## src/rtl/cfg_xlate_pkg.sv

```systemverilog
package cfg_xlate_pkg;
    localparam logic [2:0] XT_TYPE0 = 3'd4;
    localparam logic [2:0] XT_TYPE1 = 3'd5;

    typedef enum logic [1:0] {
        ST_IDLE,
        ST_SETUP,
        ST_ISSUE,
        ST_RESP
    } xl_state_e;
endpackage

```

## src/rtl/cfg_xlate_decode.sv

```systemverilog
module cfg_xlate_decode
    import cfg_xlate_pkg::*;
#(
    parameter int          BUS_W        = 8,
    parameter int          DEV_W        = 5,
    parameter int          FN_W         = 3,
    parameter int          OFF_W        = 12,
    parameter int          ADDR_W       = 32,
    parameter int          BUS0_MAX_DEV = 1,
    parameter int          BUS1_MAX_DEV = 0,
    parameter logic [31:0] LOCAL_BASE   = 32'h01FF_C000,
    parameter logic [31:0] WIN_BASE     = 32'h01F0_0000
) (
    input  logic [BUS_W-1:0]  bus,
    input  logic [DEV_W-1:0]  dev,
    input  logic [FN_W-1:0]   fn,
    input  logic [OFF_W-1:0]  off,
    output logic              ok,
    output logic              remote,
    output logic [2:0]        typ,
    output logic [ADDR_W-1:0] target,
    output logic [ADDR_W-1:0] addr
);
    localparam int TGT_SH = ADDR_W - BUS_W - DEV_W - FN_W;

    logic [OFF_W-1:0] off_al;

    always_comb begin
        off_al = {off[OFF_W-1:2], 2'b00};
        remote = (bus != '0);
        if (bus == BUS_W'(0))
            ok = (int'(dev) <= BUS0_MAX_DEV);
        else if (bus == BUS_W'(1))
            ok = (int'(dev) <= BUS1_MAX_DEV);
        else
            ok = 1'b1;
        typ    = (bus < BUS_W'(2)) ? XT_TYPE0 : XT_TYPE1;
        target = {bus, dev, fn, {TGT_SH{1'b0}}};
        addr   = (remote ? WIN_BASE[ADDR_W-1:0] : LOCAL_BASE[ADDR_W-1:0])
                 + ADDR_W'(off_al);
    end
endmodule

```

## src/rtl/cfg_xlate_window.sv

```systemverilog
module cfg_xlate_window
    import cfg_xlate_pkg::*;
#(
    parameter int ADDR_W = 32
) (
    input  logic              clk,
    input  logic              rst_n,
    input  logic              ld,
    input  logic              ld_tgt,
    input  logic [2:0]        typ_in,
    input  logic [ADDR_W-1:0] tgt_in,
    output logic [2:0]        typ,
    output logic [ADDR_W-1:0] tgt
);
    typedef struct packed {
        logic [2:0]        typ;
        logic [ADDR_W-1:0] tgt;
    } win_t;

    win_t win_d, win_q;

    always_comb begin
        win_d = win_q;
        if (ld) begin
            win_d.typ = typ_in;
            if (ld_tgt)
                win_d.tgt = tgt_in;
        end
    end

    always_ff @(posedge clk) begin
        if (!rst_n)
            win_q <= '{typ: XT_TYPE0, tgt: '0};
        else
            win_q <= win_d;
    end

    assign typ = win_q.typ;
    assign tgt = win_q.tgt;


    type_code_chk: assert property (@(posedge clk) disable iff (!rst_n)
        (typ == XT_TYPE0) || (typ == XT_TYPE1));
endmodule

```

## src/rtl/cfg_xlate.sv

```systemverilog
module cfg_xlate
    import cfg_xlate_pkg::*;
#(
    parameter int          BUS_W        = 8,
    parameter int          DEV_W        = 5,
    parameter int          FN_W         = 3,
    parameter int          OFF_W        = 12,
    parameter int          DATA_W       = 32,
    parameter int          ADDR_W       = 32,
    parameter int          BUS0_MAX_DEV = 1,
    parameter int          BUS1_MAX_DEV = 0,
    parameter logic [31:0] LOCAL_BASE   = 32'h01FF_C000,
    parameter logic [31:0] WIN_BASE     = 32'h01F0_0000
) (
    input  logic              clk,
    input  logic              rst_n,
    input  logic              req_valid,
    output logic              req_ready,
    input  logic              req_write,
    input  logic [BUS_W-1:0]  req_bus,
    input  logic [DEV_W-1:0]  req_dev,
    input  logic [FN_W-1:0]   req_fn,
    input  logic [OFF_W-1:0]  req_off,
    input  logic [DATA_W-1:0] req_wdata,
    output logic              rsp_valid,
    output logic [DATA_W-1:0] rsp_rdata,
    output logic              rsp_err,
    output logic              mem_valid,
    output logic              mem_write,
    output logic [ADDR_W-1:0] mem_addr,
    output logic [DATA_W-1:0] mem_wdata,
    input  logic              mem_done,
    input  logic              mem_abort,
    input  logic [DATA_W-1:0] mem_rdata,
    output logic [2:0]        win_type,
    output logic [ADDR_W-1:0] win_target
);
    typedef struct packed {
        xl_state_e         st;
        logic              wr;
        logic              remote;
        logic [2:0]        typ;
        logic [ADDR_W-1:0] tgt;
        logic [ADDR_W-1:0] addr;
        logic [DATA_W-1:0] wdata;
        logic [DATA_W-1:0] rdata;
        logic              err;
    } ctl_t;

    ctl_t ctl_d, ctl_q;

    logic              dec_ok, dec_remote, win_ld;
    logic [2:0]        dec_typ;
    logic [ADDR_W-1:0] dec_tgt, dec_addr;

    cfg_xlate_decode #(
        .BUS_W(BUS_W), .DEV_W(DEV_W), .FN_W(FN_W), .OFF_W(OFF_W),
        .ADDR_W(ADDR_W), .BUS0_MAX_DEV(BUS0_MAX_DEV),
        .BUS1_MAX_DEV(BUS1_MAX_DEV), .LOCAL_BASE(LOCAL_BASE),
        .WIN_BASE(WIN_BASE)
    ) u_dec (
        .bus(req_bus), .dev(req_dev), .fn(req_fn), .off(req_off),
        .ok(dec_ok), .remote(dec_remote), .typ(dec_typ),
        .target(dec_tgt), .addr(dec_addr)
    );

    cfg_xlate_window #(.ADDR_W(ADDR_W)) u_win (
        .clk(clk), .rst_n(rst_n), .ld(win_ld), .ld_tgt(ctl_q.remote),
        .typ_in(ctl_q.typ), .tgt_in(ctl_q.tgt),
        .typ(win_type), .tgt(win_target)
    );

    always_comb begin
        ctl_d  = ctl_q;
        win_ld = 1'b0;
        unique case (ctl_q.st)
            ST_IDLE: begin
                if (req_valid) begin
                    ctl_d.wr     = req_write;
                    ctl_d.remote = dec_remote;
                    ctl_d.typ    = dec_typ;
                    ctl_d.tgt    = dec_tgt;
                    ctl_d.addr   = dec_addr;
                    ctl_d.wdata  = req_wdata;
                    if (dec_ok) begin
                        ctl_d.st = ST_SETUP;
                    end else begin
                        ctl_d.st    = ST_RESP;
                        ctl_d.err   = 1'b1;
                        ctl_d.rdata = '1;
                    end
                end
            end
            ST_SETUP: begin
                win_ld   = 1'b1;
                ctl_d.st = ST_ISSUE;
            end
            ST_ISSUE: begin
                if (mem_done) begin
                    ctl_d.st    = ST_RESP;
                    ctl_d.err   = mem_abort;
                    ctl_d.rdata = (mem_abort || ctl_q.wr) ? '1 : mem_rdata;
                end
            end
            ST_RESP: begin
                ctl_d.st = ST_IDLE;
            end
            default: ctl_d.st = ST_IDLE;
        endcase
    end

    always_ff @(posedge clk) begin
        if (!rst_n)
            ctl_q <= '{st: ST_IDLE, rdata: '1, default: '0};
        else
            ctl_q <= ctl_d;
    end

    assign req_ready = (ctl_q.st == ST_IDLE);
    assign mem_valid = (ctl_q.st == ST_ISSUE);
    assign rsp_valid = (ctl_q.st == ST_RESP);
    assign mem_write = ctl_q.wr;
    assign mem_addr  = ctl_q.addr;
    assign mem_wdata = ctl_q.wdata;
    assign rsp_rdata = ctl_q.rdata;
    assign rsp_err   = ctl_q.err;


    one_at_a_time_chk: assert property (@(posedge clk) disable iff (!rst_n)
        (mem_valid || rsp_valid) |-> !req_ready);


    win_hold_chk: assert property (@(posedge clk) disable iff (!rst_n)
        (mem_valid && !mem_done) |=> ($stable(win_type) && $stable(win_target)));


    dword_align_chk: assert property (@(posedge clk) disable iff (!rst_n)
        mem_valid |-> (mem_addr[1:0] == 2'b00));


    abort_ones_chk: assert property (@(posedge clk) disable iff (!rst_n)
        (mem_valid && mem_done && mem_abort && !mem_write)
            |=> (rsp_valid && rsp_err && (rsp_rdata == '1)));


    reject_resp_chk: assert property (@(posedge clk) disable iff (!rst_n)
        (req_ready && req_valid && !dec_ok) |=> (rsp_valid && rsp_err));


    issue_lat_chk: assert property (@(posedge clk) disable iff (!rst_n)
        (req_ready && req_valid && dec_ok) |=> !mem_valid ##1 mem_valid);
endmodule

```

## config.mk

```make
export PLATFORM = sky130hd
export DESIGN_NAME = cfg_xlate
export DESIGN_NICKNAME = d
export VERILOG_FILES = /design/src/rtl/cfg_xlate_pkg.sv /design/src/rtl/cfg_xlate_decode.sv /design/src/rtl/cfg_xlate_window.sv /design/src/rtl/cfg_xlate.sv
export SDC_FILE = /design/constraint.sdc
export NUM_CORES = 1
export LEC_CHECK = 0
export ABC_AREA = 0
export BUFFER_PORTS_ARGS = -buffer_cell sky130_fd_sc_hd__buf_4
export CORE_MARGIN = 2
export CORE_UTILIZATION = 51
export CTS_CLUSTER_SIZE = 16
export DETAILED_ROUTE_END_ITERATION = 12
export PLACE_DENSITY = 0.93
export SLEW_MARGIN = 20
export SYNTH_ARGS = -nofsm -noshare
export SYNTH_HDL_FRONTEND = slang
export SYNTH_SLANG_ARGS = --single-unit
```

## constraint.sdc

```tcl
create_clock -name clk -period 5.3 [get_ports clk]
set_input_delay 0 -clock clk [delete_from_list [all_inputs] [get_ports clk]]
set_output_delay 0 -clock clk [all_outputs]
set_load 0.05 [all_outputs]
```

==> key figures, run 1 <==
Status
  – Status: finished clean

Synthesis
  – Area fraction in compound gates after synthesis: 0.173
  – Sequential fraction of the synthesis area: 0.438
  – Top cells by area, synth: dfxtp_1, buf_4, nand2_1, a21oi_1, o2bb2ai_1
  – Mux contribution to synthesized area: 0.00756
  – Unique masters post-synth: 37
  – Synth top area share: 0.438
  – #FFs+latches synth: 116
  – Cell taking the most area after synthesis: dfxtp_1
  – Synth Instances: 643
  – Synth Cell Area: about 0.0053 mm2
  – Adder-cell area share of the yosys netlist: 0.0118
  – Synth Warn #: 0
  – Main combinational cell family by area after synthesis: buffers and inverters
  – Synth Area in Simple Gates: 0.165
  – Post-synthesis xor/xnor area fraction: 0
  – Avg Inst Size Synth: ~8.2 um2

STA
  – Max-slew violations: 0
  – Maximum clock rate: 445 MHz
  – Fin crit share: 0.424
  – Clock Skew: 0.0109 ns
  – Slew @ Worst Pin: 0.890 ns
  – RSZ-0062 raised after global routing: false
  – Hold Fails Final Rpt: 0
  – Hold WS: slightly below 0.3 ns
  – Max-slew headroom: 0.406
  – Setup TNS: 0 ns
  – Final worst path period need: 2.25 ns
  – Endpoints failing setup: 0

Clock tree
  – CTS root buffer: clkbuf_8
  – Worst-Skew Late Latency: 0.50 ns
  – Hold_buf cts: 95
  – Sink Count: 116
  – Resize count post-CTS: 0
  – Setup Fix Bufs, Post-CTS: 0
  – CTS max path bufs: 2
  – Num CTS Buffers: 17
  – Clk slew on worst S/H paths: 0.06 ns
  – CTS tree: done
  – Htree depth: 4

Final layout
  – Fin nets: 943
  – Layout cells sized above 1: 0.299
  – Ant. Diodes: 0
  – Commonest non-fill, non-tap cells in the layout: buf_4, nand2_1, dfxtp_1
  – Leading cell type in the layout, fill and taps excluded: buf_4
  – Synth-to-layout area growth: 43.7%

Routing
  – WL met3: 1420 um
  – Wl on met1: 5850 um
  – Residual DRC count: 0
  – Routed Antenna Nets: 0
  – Via count: 5,137
  – Avg WL per Cell: 15.8 um
  – DR top layer: met4
  – Drt via density: between 5 and 6
  – Wire length on met2: between 7000 and 8000 um
  – Drt pass-1 iters: 8
  – Initial DRC Count: 374
  – Routed wire length: roughly 16,000 um

Power and ir drop
  – Pwr Total: approximately 3.0 mW
  – Leak: between 3 and 4 nW
  – Max VDD drop: 304 uV
  – Cell area power density: between 300 and 400 mW/mm2

GRT
  – Gr ovfl total: 0
  – First-pass GRT wire length: 24,700 um
  – Vias in the first global route: 5,004
  – Gr usage total: 0.276
  – Largest net degree at the start of global routing: 84
  – Initial antenna violation count: 0

Place
  – Placer Congestion: 0.793
  – Detailed placement HPWL: 8430 um
  – Count of input and output buffers: 203

Floorplan
  – Die ar.: 0.0112 mm2
  – Chip width: 106 um
  – Die Y: between 100 and 150 um
  – CORE AREA: 0.0102 mm2
  – IO Count: 234
  – Initial Utilization: 0.520
  – Cell Rows: 37

Critical path
  – R2R setup slack: 3.05 ns
  – Crit start category: register
  – Crit path kind: reg -> reg
  – CP Max Fanout: 20
  – Critical path endpoint category: register
  – FF-to-FF path depth: 8
  – Data arrival, critical path: 2.67 ns
  – CP required: approximately 5.7 ns

Run
  – MaxCap Viol Count: 0

Worst hold path
  – Hold Path Class: in -> reg
  – Worst hold stages: 3
==> cell families (layout without fill, tap and decap cells) <==
logic type                 Yosys count  after routing
and+or+nand+nor                    207            207
buffers and inverters              159            342
AOI/OAI and AO/OA                  151            151
DFF                                116            116
adders and majority gates            5              5
muxes                                4              4
other                                1             28
==> synthesized netlist by cell type <==
library cell / number
a211oi_1: 1
a21oi_1: 79
a21oi_2: 2
a22oi_1: 1
a311oi_1: 1
and2_1: 1
buf_1: 3
buf_2: 4
buf_4: 113
buf_6: 6
clkbuf_1: 25
clkbuf_2: 1
clkbuf_4: 1
conb_1: 1
dfxtp_1: 116
ha_1: 5
inv_1: 5
inv_2: 1
mux2i_1: 4
nand2_1: 153
nand2_2: 1
nand2b_1: 1
nand3_1: 32
nor2_1: 9
nor2_4: 1
nor2b_1: 2
nor3_1: 3
nor4_1: 1
nor4_4: 1
o21ai_0: 4
o21ai_1: 29
o21ai_2: 1
o2bb2ai_1: 31
o2bb2ai_2: 1
o31ai_4: 1
or4_1: 1
or4b_4: 1
==> critical path, stage by stage, from the launching register on <==
cell       delay (ns)
dfxtp_1          0.37
inv_1            0.10
ha_1             0.29
nor2b_1          0.19
a22oi_2          0.53
buf_6            0.27
o21ai_0          0.16
nand3_1          0.13
o2bb2ai_1        0.12
==> report_power, final <==
group	total [mW]	switching (mW)	leakage (nW)	internal [mW]
clock	1.06	0.420	0.272	0.638
combinational	0.924	0.635	2.07	0.289
sequential	1.01	0.0527	0.947	0.959
==> routing by layer <==
layer	up-vias	GRT usage
li1	2401	-
met1	2357	0.314
met2	309	0.471
met3	70	0.0907
met4	0	0.127
met5	-	0
==> cell type report <==
type	count	area, um2
Timing Repair Buffer	304	2520
Clock inverter	14	126
Sequential cell	116	2320
Fill cell	661	2570
Tap cell	136	170
Inverter	6	22.5
Clock buffer	18	428
Multi-Input combinational cell	395	2020
==> sequential cells by signal (all words and copies together) (netlist names) <==
name       count
ctl_q         20
mem_addr      12
mem_wdata     32
mem_write      1
rsp_err        1
rsp_rdata     32
u_win.tgt     16
u_win.typ      2
==> path summary, 6_finish.rpt <==
kind,start,endpoint
min,rst_n,u_win.typ[2]
min reg2reg,u_win.tgt[30],u_win.tgt[30]
max reg2reg,ctl_q[134],rsp_rdata[0]
max,ctl_q[134],rsp_rdata[0]
==> stage by stage <==
| stage | cells | cell area (um2) | setup slack [ns] | utilization |
|---|---|---|---|---|
| 4_1_cts | 989 | 7610 | 3.11 | 0.747 |
| 5_1_grt | 989 | 7610 | 2.86 | 0.747 |
| 2_1_floorplan | 670 | 5400 | 3.11 | - |
| 3_3_place_gp | 861 | 6100 | 2.71 | 0.599 |
| 3_5_place_dp | 862 | 6110 | 3.12 | 0.600 |
| 6_report | 989 | 7610 | 3.05 | 0.747 |
Note: power is estimated with default switching activity, not from simulation.
==> inputs of run 2 (changes only) <==
--- a/config.mk
+++ b/config.mk
@@ -8,10 +8,10 @@
 export ABC_AREA = 0
 export BUFFER_PORTS_ARGS = -buffer_cell sky130_fd_sc_hd__buf_4
 export CORE_MARGIN = 2
-export CORE_UTILIZATION = 51
+export CORE_UTILIZATION = 48
 export CTS_CLUSTER_SIZE = 16
 export DETAILED_ROUTE_END_ITERATION = 12
-export PLACE_DENSITY = 0.93
+export PLACE_DENSITY = 0.89
 export SLEW_MARGIN = 20
 export SYNTH_ARGS = -nofsm -noshare
 export SYNTH_HDL_FRONTEND = slang
==> constraint.sdc (replaced) <==
create_clock -name clk -period 2.2 [get_ports clk]
set_input_delay 0 -clock clk [delete_from_list [all_inputs] [get_ports clk]]
set_output_delay 0 -clock clk [all_outputs]
set_load 0.05 [all_outputs]
==> run 2 against run 1 <==
Against the previous run: final area increased by 1.8%; critical path type unchanged; critical path depth unchanged; total power increased by 150%; register-to-register slack got worse by 2.9 ns; first-iteration DRC count decreased by 5.9%; flip-flop and latch count unchanged; count of clock-buffer cells in the layout unchanged; clock skew decreased by 0.00084 ns; worst setup slack got worse by 2.9 ns; clock power increased to 2.5 times the previous value; critical endpoint is now ctl_q[127]; largest power group unchanged; via count decreased by 1.3%; utilization decreased by 3.0 points.
==> key figures, run 2 (synthesized netlist as in run 1, its figures left out) <==
STA
  – Final worst path period need: 2.06 ns (-0.186 ns)
  – Fin crit share: 0.937 (+0.513)
  – Max-slew violations: 0 (unchanged)
  – Maximum clock rate: 485 MHz (+9.0%)
  – Max-slew headroom: 0.420 (+0.0133)
  – Slew @ Worst Pin: 0.871 ns (-0.0199 ns)
  – Final worst slack: 0.140 ns (-2.91 ns)
  – Endpoints failing setup: 0 (unchanged)
  – Clock Skew: 0.0101 ns (-0.000838 ns)
  – RSZ-0062 raised after global routing: false
  – Setup TNS: 0 ns (unchanged)
  – Hold Fails Final Rpt: 0 (unchanged)

Final layout
  – Non-Filler Instances: 1,001 (+1.2%)
  – Synth-to-layout area growth: 46.2%
  – Fin nets: 951 (+0.85%)
  – Commonest non-fill, non-tap cells in the layout: buf_4, nand2_1, dfxtp_1
  – Leading cell type in the layout, fill and taps excluded: buf_4
  – Ant. Diodes: 0 (unchanged)
  – Layout cells sized above 1: 0.304 (+0.00535)
  – Finished Core Util: 0.718 (-0.0297)
  – Fill count: 749 (+13%)

Worst hold path
  – Worst hold stages: 5 (+2)
  – Hold path start: mem_done
  – Worst Hold End: ctl_q[135]
  – Hold Path Class: in -> reg

Power and ir drop
  – Leak: 3.35 nW (+2.0%)
  – Pwr Total: 7.44 mW (+150%)
  – Cell area power density: 960 mW/mm2 (+140%)
  – Max VDD drop: 515 uV (+69%)

Critical path
  – CP required: 2.65 ns (-3.07 ns)
  – Critical path endpoint category: register
  – Worst path buffer plus inverter count: 4 (+2)
  – R2R Path End: ctl_q[127]
  – Reg2Reg Launch Point: ctl_q[134]
  – Critical path's largest stage delay: 0.57 ns (+0.04 ns)
  – Crit start category: register
  – R2R setup slack: 0.14 ns (-2.91 ns)
  – CP Max Fanout: 36 (+80%)
  – FF-to-FF path depth: 8 (unchanged)
  – Top delay family on crit path: buffers and inverters
  – Data arrival, critical path: 2.51 ns (-0.16 ns)
  – Crit path kind: reg -> reg
  – Slowest CP cell: dlygate4sd3_1
  – Most frequent CP cell: inv_1
  – Worst-path cell chain: inv_1, ha_2, inv_1, nor2_4, buf_12, nand2_1, a21oi_1, dlygate4sd3_1

Clock tree
  – Sink Count: 116 (unchanged)
  – Num CTS Buffers: 17 (unchanged)
  – Worst-Skew Late Latency: 0.51 ns (about the same)
  – Htree depth: 4 (unchanged)
  – Clk slew on worst S/H paths: 0.06 ns (about the same)
  – CTS root buffer: clkbuf_8
  – CTS max path bufs: 2 (unchanged)
  – CTS tree: done

GRT
  – Gr usage total: 0.253 (-0.0234)
  – Vias in the first global route: 4,846 (-3.2%)
  – Largest net degree at the start of global routing: 82 (-2.4%)
  – First-pass GRT wire length: 23,600 um (-4.3%)
  – Initial antenna violation count: 0 (unchanged)
  – Gr ovfl total: 0 (unchanged)

Place
  – Count of input and output buffers: 203 (unchanged)
  – Detailed placement HPWL: 8550 um (+1.5%)
  – Placer Congestion: 0.808 (+1.8%)
  – Pre-CTS setup slack: 0.205 ns (-2.91 ns)
  – Placed cells: 871 (+1.0%)

Floorplan
  – Die Y: 109 um (+3.0%)
  – Cell Rows: 38 (+2.7%)
  – CORE AREA: 0.0108 mm2 (+6.0%)
  – IO Count: 234 (unchanged)
  – Chip width: 109 um (+3.0%)
  – Initial Utilization: 0.491 (-0.0293)
  – Die ar.: 0.0119 mm2 (+6.0%)

Run
  – MaxCap Viol Count: 0 (unchanged)

Routing
  – Routed wire length: 15,600 um (-0.27%)
  – Drt pass-1 iters: 5 (-3)
  – Routed Antenna Nets: 0 (unchanged)
  – Residual DRC count: 0 (unchanged)
  – Avg WL per Cell: 15.5 um (-1.5%)
  – Via count: 5,069 (-1.3%)
  – Initial DRC Count: 352 (-5.9%)
  – Drt via density: 5.06 (-2.5%)

Status
  – Status: finished clean
run 2: worst max-delay path by stage:
stage,cells past startpoint,endpoint,start
finish,8,ctl_q[127],ctl_q[134]
global route,7,rsp_rdata[22],ctl_q[134]
CTS,8,ctl_q[124],ctl_q[134]
detailed placement,7,rsp_rdata[30],ctl_q[134]
global placement,7,rsp_rdata[30],ctl_q[134]
floorplan,7,rsp_rdata[2],ctl_q[134]
run 2: metrics by stage:
step,hold WS (ns),area (um2)
floorplan,0.0619,5400
global placement,0.226,6170
detailed placement,0.229,6170
CTS,0.129,7720
global route,0.182,7750
finish,0.145,7750
run 2: per-layer routing:
metal	track usage	vias to the layer above	share of wire
met5	0	-	0
met4	0.109	0	0.034
met3	0.0885	49	0.079
met2	0.435	231	0.51
met1	0.281	2373	0.38
li1	-	2416	-
run 2: worst reg2reg max path, stage by stage (launching register included):
cell,delay [ns]
dfxtp_1,0.34
inv_1,0.12
ha_2,0.25
inv_1,0.11
nor2_4,0.13
buf_12,0.20
nand2_1,0.12
a21oi_1,0.16
dlygate4sd3_1,0.57
run 2: repair_timing:
item,CTS,global route
buffers inserted,0,0
hold endpoints to repair,98,0
resized for setup,0,4
setup endpoints to repair,0,11
hold buffers,97,0
run 2: power by group:
part	switching, mW	internal (mW)	total [mW]
combinational	1.55	0.761	2.31
clock	1.04	1.65	2.70
sequential	0.122	2.31	2.43
run 2: final cells by class:
cell class              instances  area, um2  share of cell area
repair buffers                311       2620               0.338
well taps                     140        175              0.0226
flip-flops and latches        116       2320               0.300
clock buffers                  18        428              0.0552
clock inverters                14        155              0.0200
inverters                       6       22.5             0.00291
multi-input cells             396       2030               0.262
